File: config.mk
export PLATFORM = sky130hd
export DESIGN_NAME = alu_chain
export DESIGN_NICKNAME = d
export VERILOG_FILES = /design/src/rtl/alu_chain_pkg.sv /design/src/rtl/alu_slice_adder.sv /design/src/rtl/alu_slice_logic.sv /design/src/rtl/alu_slice.sv /design/src/rtl/alu_chain.sv
export SDC_FILE = /design/constraint.sdc
export NUM_CORES = 1
export LEC_CHECK = 0
export BUFFER_PORTS_ARGS = -buffer_cell sky130_fd_sc_hd__buf_2
export CORE_UTILIZATION = 30
export DETAILED_ROUTE_END_ITERATION = 10
export PLACE_DENSITY = 0.54
export SLEW_MARGIN = 20
export SYNTH_ARGS = -nofsm -noshare
export SYNTH_HDL_FRONTEND = slang
export SYNTH_SLANG_ARGS = --single-unit
File: constraint.sdc
create_clock -name vclk -period 10.6
set_clock_uncertainty 0.15 [all_clocks]
set_input_delay 2.12 -clock vclk [all_inputs]
set_output_delay 2.12 -clock vclk [all_outputs]
set_load 0.02 [all_outputs]
File: src/rtl/alu_chain_pkg.sv
package alu_chain_pkg;

  typedef enum logic [2:0] {
    SEL_CLEAR   = 3'b000,
    SEL_B_SUB_A = 3'b001,
    SEL_A_SUB_B = 3'b010,
    SEL_ADD     = 3'b011,
    SEL_XOR     = 3'b100,
    SEL_OR      = 3'b101,
    SEL_AND     = 3'b110,
    SEL_PRESET  = 3'b111
  } alu_sel_e;

  // The arithmetic codes sit together in the 001..011 range.
  function automatic logic sel_is_arith(alu_sel_e s);
    return (s == SEL_B_SUB_A) || (s == SEL_A_SUB_B) || (s == SEL_ADD);
  endfunction

  // B minus A: operands swap, and A becomes the inverted subtrahend.
  function automatic logic sel_swaps(alu_sel_e s);
    return s == SEL_B_SUB_A;
  endfunction

  function automatic logic sel_inverts(alu_sel_e s);
    return (s == SEL_B_SUB_A) || (s == SEL_A_SUB_B);
  endfunction

endpackage

File: src/rtl/alu_slice_adder.sv
module alu_slice_adder #(
  parameter int SLICE_W = 4
) (
  input  logic [SLICE_W-1:0] x_in,
  input  logic [SLICE_W-1:0] y_in,
  input  logic               c_in,
  output logic [SLICE_W-1:0] sum,
  output logic               c_into_msb,
  output logic               c_out
);
  localparam int LOW_W = SLICE_W - 1;

  logic [LOW_W:0] low_ext;
  logic [1:0]     top_ext;

  // The low bits and the MSB are added separately, so the carry into the MSB is visible.
  assign low_ext = {1'b0, x_in[LOW_W-1:0]} + {1'b0, y_in[LOW_W-1:0]}
                 + {{LOW_W{1'b0}}, c_in};
  assign c_into_msb = low_ext[LOW_W];
  assign top_ext = {1'b0, x_in[SLICE_W-1]} + {1'b0, y_in[SLICE_W-1]} + {1'b0, c_into_msb};
  assign sum   = {top_ext[0], low_ext[LOW_W-1:0]};
  assign c_out = top_ext[1];
endmodule

File: src/rtl/alu_slice_logic.sv
module alu_slice_logic
  import alu_chain_pkg::*;
#(
  parameter int SLICE_W = 4
) (
  input  logic [SLICE_W-1:0] a_in,
  input  logic [SLICE_W-1:0] b_in,
  input  alu_sel_e           sel,
  output logic [SLICE_W-1:0] y
);
  always_comb begin
    unique case (sel)
      SEL_XOR:    y = a_in ^ b_in;
      SEL_OR:     y = a_in | b_in;
      SEL_AND:    y = a_in & b_in;
      SEL_PRESET: y = '1;
      default:    y = '0;
    endcase
  end
endmodule

File: src/rtl/alu_slice.sv
module alu_slice
  import alu_chain_pkg::*;
#(
  parameter int SLICE_W = 4
) (
  input  logic [SLICE_W-1:0] a_in,
  input  logic [SLICE_W-1:0] b_in,
  input  alu_sel_e           sel,
  input  logic               c_in,
  output logic [SLICE_W-1:0] f_out,
  output logic               c_out,
  output logic               ovf
);
  logic               arith_mode;
  logic [SLICE_W-1:0] x_op, y_op, y_raw, add_sum, logic_y;
  logic               add_c_msb, add_c_out;

  assign arith_mode = sel_is_arith(sel);
  assign x_op  = sel_swaps(sel) ? b_in : a_in;
  assign y_raw = sel_swaps(sel) ? a_in : b_in;
  assign y_op  = sel_inverts(sel) ? ~y_raw : y_raw;

  alu_slice_adder #(.SLICE_W(SLICE_W)) u_adder (
    .x_in(x_op), .y_in(y_op), .c_in(c_in),
    .sum(add_sum), .c_into_msb(add_c_msb), .c_out(add_c_out)
  );

  alu_slice_logic #(.SLICE_W(SLICE_W)) u_logic (
    .a_in(a_in), .b_in(b_in), .sel(sel), .y(logic_y)
  );

  assign f_out = arith_mode ? add_sum : logic_y;
  assign c_out = arith_mode & add_c_out;
  assign ovf   = arith_mode & (add_c_msb ^ add_c_out);
endmodule

File: src/rtl/alu_chain.sv
module alu_chain
  import alu_chain_pkg::*;
#(
  parameter int N_SLICES = 4,
  parameter int SLICE_W  = 4
) (
  input  logic [N_SLICES*SLICE_W-1:0] op_a,
  input  logic [N_SLICES*SLICE_W-1:0] op_b,
  input  logic [2:0]                  func_sel,
  input  logic                        carry_in,
  output logic [N_SLICES*SLICE_W-1:0] result,
  output logic                        carry_out,
  output logic                        overflow
);
  localparam int W = N_SLICES * SLICE_W;

  alu_sel_e            sel_e;
  logic [N_SLICES:0]   ripple;
  logic [N_SLICES-1:0] slice_ovf;

  assign sel_e     = alu_sel_e'(func_sel);
  assign ripple[0] = carry_in;

  for (genvar i = 0; i < N_SLICES; i++) begin : g_slice
    alu_slice #(.SLICE_W(SLICE_W)) u_slice (
      .a_in (op_a[i*SLICE_W +: SLICE_W]),
      .b_in (op_b[i*SLICE_W +: SLICE_W]),
      .sel  (sel_e),
      .c_in (ripple[i]),
      .f_out(result[i*SLICE_W +: SLICE_W]),
      .c_out(ripple[i+1]),
      .ovf  (slice_ovf[i])
    );
  end

  assign carry_out = ripple[N_SLICES];
  assign overflow  = slice_ovf[N_SLICES-1];
endmodule

# Word level (Yosys, flattened, before mapping)
# Cells that the tools add are included.
# classes
eq_ne	7
n_reduce_logical	2
n_addsub	16
mux	20
n_bitwise	22
# ops
cell	count
2-to-1 mux 4 bit	16
case mux 4 bit (4 select lines)	4
adder 3 x 3 -> 4 bit	4
adder 4 x 1 -> 4 bit	4
bitwise AND 4 bit	4
inverter 4 bit	4
OR 4 bit	4
bitwise XOR 4 bit	4
== test 3 bit (second input constant)	4
adder 1 x 1 -> 2 bit	4
adder 2 x 1 -> 2 bit	4
== test 3 x 2 -> 1 bit (second input constant)	2
bitwise AND 1 bit	5
== test 3 x 1 -> 1 bit (second input constant)	1
logical OR 1 bit	2
bitwise XOR 1 bit	1
# totals
input_bits	36
reg_bits	0

# Longest topological paths before layout
# logic_depth
ltp_word	18
depth_mapped	27

# By module
# A second synthesis with hierarchy kept.
# hier_totals
cells_unflattened	388
area_unflattened_um2	3010.4
# by_module_without_submodules
mod	instances	area_each_um2	cells_per_inst
alu_slice	4	321.6	43
alu_slice_logic	4	274.0	33
alu_slice_adder (g_slice[2].u_slice.u_adder ...)	2	157.7	21
alu_slice_adder (g_slice[0].u_slice.u_adder ...)	2	156.4	21

# Worst setup path after synthesis
# Ideal clock, no wire load.
# synth_timing
path_type	input port to output port
start	input port func_sel[0]
end	output port overflow
path_buffers	3
cell_stages	27
slack_ns	0.214
required_time_ns	8.330
t_arrival_ns	8.116
path_cell_list	buf_6 > inv_4 > nor3_2 > buf_6 > buf_12 > mux2i_1 > fa_1 > a21o_1 > a21o_1 > fa_1 > and2_1 > fa_1 > a21o_1 > a21o_1 > fa_1 > and2_1 > fa_1 > a21o_1 > a21o_1 > fa_1 > and2_1 > fa_1 > nand3_1 > nand2_1 > fa_1 > and2_1 > mux2_2
# synth_between
elab_chain_len	18
word_cells_on_any_way	42
# synth_rtl
item	line	rtl
start, declared	alu_chain.sv:9	input logic [2:0] func_sel,
== test 3 x 1 -> 1 bit	alu_chain_pkg.sv:16, alu_chain_pkg.sv:21, alu_chain_pkg.sv:25	
2-to-1 mux 4 bit	alu_slice.sv:20	assign y_raw = sel_swaps(sel) ? a_in : b_in;
inverter 4 bit	alu_slice.sv:21	assign y_op = sel_inverts(sel) ? ~y_raw : y_raw;
2-to-1 mux 4 bit	alu_slice.sv:21	
adder 3 x 3 -> 4 bit	alu_slice_adder.sv:17	assign low_ext = {1'b0, x_in[LOW_W-1:0]} + {1'b0, y_in[LOW_W-1:0]}
adder 4 x 1 -> 4 bit	alu_slice_adder.sv:18	+ {{LOW_W{1'b0}}, c_in};
adder 2 x 1 -> 2 bit	alu_slice_adder.sv:20	assign top_ext = {1'b0, x_in[SLICE_W-1]} + {1'b0, y_in[SLICE_W-1]} + {1'b0, c_into_msb};
bitwise AND 1 bit	alu_slice.sv:33	assign c_out = arith_mode & add_c_out;
(+2 left out)	--	
bitwise AND 1 bit	alu_slice.sv:33	
adder 4 x 1 -> 4 bit	alu_slice_adder.sv:18	
adder 2 x 1 -> 2 bit	alu_slice_adder.sv:20	
bitwise AND 1 bit	alu_slice.sv:33	
adder 4 x 1 -> 4 bit	alu_slice_adder.sv:18	
adder 2 x 1 -> 2 bit	alu_slice_adder.sv:20	
bitwise XOR 1 bit	alu_slice.sv:34	assign ovf = arith_mode & (add_c_msb ^ add_c_out);
bitwise AND 1 bit (*)	alu_slice.sv:34	
end, declared	alu_chain.sv:13	output logic overflow
# Mark *: on every way between the ends. The rest lies on a longest branch, timed or not.

# Worst setup path after layout
# Same ends and word-level chain as after synthesis.

==> run_results.csv <==
group,metric,value,unit
outcome,outcome,"finished, final reports clean",
setup_path,critPathArrivalTime,8.02,ns
setup_path,required,8.33,ns
sta,setup_viol,0,
placement,portBuffers,54,
clock_network,post_cts_buffers,0,
sta,rsz0062_at_grt,"no",
synthesis,yosysTopAreaCell,"ha_1",
pwr,power.total,0.000158,W
floorplanning,row_count,32,
synthesis,syn_area,2470,um^2
synthesis,synth_cell_types,41,
finish,layout.nets,462,
clock_network,cts_resized,0,
setup_path,cp_slowest_cell,"fa_1",
floorplanning,core,7850,um^2
drt,drt-met1-wl,3.53,mm
pwr,p_leak,1.38,nW
floorplanning,io_pins,54,
global_route,grt_antenna_before_repair,0,
sta,fmax,97.2,MHz
flow_run,max_cap_viol_count,0,
placement,gp_congestion,0.856,
synthesis,synth_top_cell_area_share,20.3,%
setup_path,crit_top_cell,"a21o_1",
drt,num_vias,2445,
sta,worstMarginPinSlew,0.771,ns
drt,ant_nets,0,
drt,wl_per_cell,14.5,um
floorplanning,die_y,92.7,um
finish,seq_area,0,um^2
setup_path,cp_max_fo,6,
clock_network,hold_buffers,0,
setup_path,startpoint,"func_sel[0]",
global_route,grt_usage,16.7,%
floorplanning,initial_utilization,31.4,%
sta,hold_viol,0,
placement,dp.cells,474,
drt,viasPerCell,5.16,
placement,post-dp-hpwl,5.41,mm
sta,slew_headroom,48.5,%
synthesis,avgSynthCellArea,7.56,um^2
placement,dpl-instance-area,2800,um^2
finish,area_delta_synth_final,14.9,%
drt,dr.max_layer_used,"met4",
pwr,power.density,55.9,nW/um^2
drt,drc,0,
drt,drtIter0Drc,116,
synthesis,syn_nets,414,
finish,numSequentialCells,0,
synthesis,synth-seq-area-share,0,%
drt,drt_wl_total,6.89,mm
synthesis,syn_inst,326,
finish,diodes,0,
finish,fin_area,2830,um^2
sta,final.period_utilization,97.0,%
finish,final_cells,474,
setup_path,start_kind,"input pin",
finish,drive_gt1_share,23.7,%
sta,period_needed,10.29,ns
drt,dr.pass1.iters,4,
floorplanning,die_area,8590,um^2
global_route,grt_pass1_vias,2391,
drt,wl_met2,3.13,mm
setup_path,crit_end,"overflow",
finish,nClkBuffers,0,
sta,slew_violations,0,
hold_path,hold_class,"input pin to primary output",
drt,wl_met3,165,um
pwr,irDropWorstVdd,0.0189,mV
floorplanning,die_width,92.7,um
setup_path,cp_slowest_stage_delay,0.41,ns
setup_path,crit_type,"input pin to primary output",
setup_path,endpoint_kind,"primary output",
global_route,grt_pass1_wl,11.8,mm
synthesis,synthTopCellsByArea,"ha_1, fa_1, mux2i_1",
global_route,grt_overflow,0,
sta,setup-tns-final,0,ns
global_route,grt_max_degree,53,
synthesis,ys_warn_count,0,
==> layout make-up <==
type | count | area [um^2]
tap | 102 | 128
timing repair buffer | 72 | 409
multi-input combinational | 264 | 2160
inverter | 36 | 138
fill | 872 | 5010
==> worst min-delay path by stage <==
stage,startpoint,to,slack (ns),depth (start not counted)
after global routing,func_sel[2],result[0],4.61,4
after detailed placement,func_sel[2],result[0],4.58,4
after CTS,func_sel[2],result[0],4.59,4
after floorplan,func_sel[2],carry_out,4.44,2
after global placement,func_sel[2],result[0],4.59,4
final,func_sel[2],result[0],4.57,4
==> per-stage QoR <==
step	hold WS, ns	setup slack (ns)	utilization (%)
after floorplan	4.44	0.214	-
after global placement	4.59	0.172	35.7
after detailed placement	4.58	0.0762	35.7
after CTS	4.59	0.0684	35.7
after global routing	4.61	0.0199	36.1
final	4.57	0.315	36.1
==> placed cells by master, fill, tap and decap left out, types with 2 or more instances in the layout <==
master	Yosys	layout
nand3_1	5	5
fa_2	0	5
a32o_1	8	8
nor2_1	22	22
a22oi_1	4	4
a21o_1	9	9
inv_1	35	35
a2bb2oi_1	3	3
a311oi_1	6	6
nand2_1	17	16
a21oi_1	19	19
mux2i_1	21	21
o21ai_0	4	4
nor3_1	16	16
ha_1	40	40
o22a_1	2	2
nand2b_1	8	8
and2_1	17	17
a221oi_1	16	15
o21ai_1	13	13
o22ai_1	2	2
nor2b_1	5	5
buf_4	4	17
xor2_1	3	3
buf_2	9	54
fa_1	12	7
==> per-layer routing <==
metal | GRT usage [%] | vias up
met5 | 0 | -
met4 | 2.31 | 0
met3 | 0.657 | 6
met2 | 26.9 | 44
met1 | 24.9 | 1144
li1 | - | 1251
==> cells by family (layout without fill, tap and decap cells) <==
group	after synthesis	count (layout)	synth area share (%)
simple gates	97	97	19.9
compound gates	89	89	25.7
buf+inv	62	108	14.0
fa+ha+maj	52	52	30.0
mux	22	22	8.98
xor+xnor	4	4	1.42
==> synth_stat cells (2+ instances only) <==
library cell / instances
a21o_1: 9
nor2b_1: 5
a311oi_1: 6
and2_1: 17
a2bb2oi_1: 3
o22a_1: 2
inv_1: 35
nand3_1: 5
a221oi_1: 16
o22ai_1: 2
o21ai_1: 13
clkbuf_1: 3
a21oi_1: 19
nor2_1: 22
o21ai_0: 4
buf_6: 9
ha_1: 40
buf_2: 9
xor2_1: 3
mux2i_1: 21
fa_1: 12
nand2_1: 17
buf_4: 4
nor3_1: 16
a32o_1: 8
a22oi_1: 4
nand2b_1: 8
==> power by group <==
| part | internal (W) | switching (W) | total, W |
|---|---|---|---|
| Combinational | 0.0000666 | 0.0000919 | 0.000158 |
| Sequential | 0 | 0 | 0 |
| Clock | 0 | 0 | 0 |
==> worst max-delay path, delay by kind of cell <==
kind                     cells  cell delay [ns]
multiplexers                 1             0.25
AO/OA/AOI/OAI                8             1.35
adder cells (fa/ha/maj)      8             2.78
AND/OR/NAND/NOR              7             1.05
buffers and inverters        3             0.47
(Power assumes the default switching activity.)
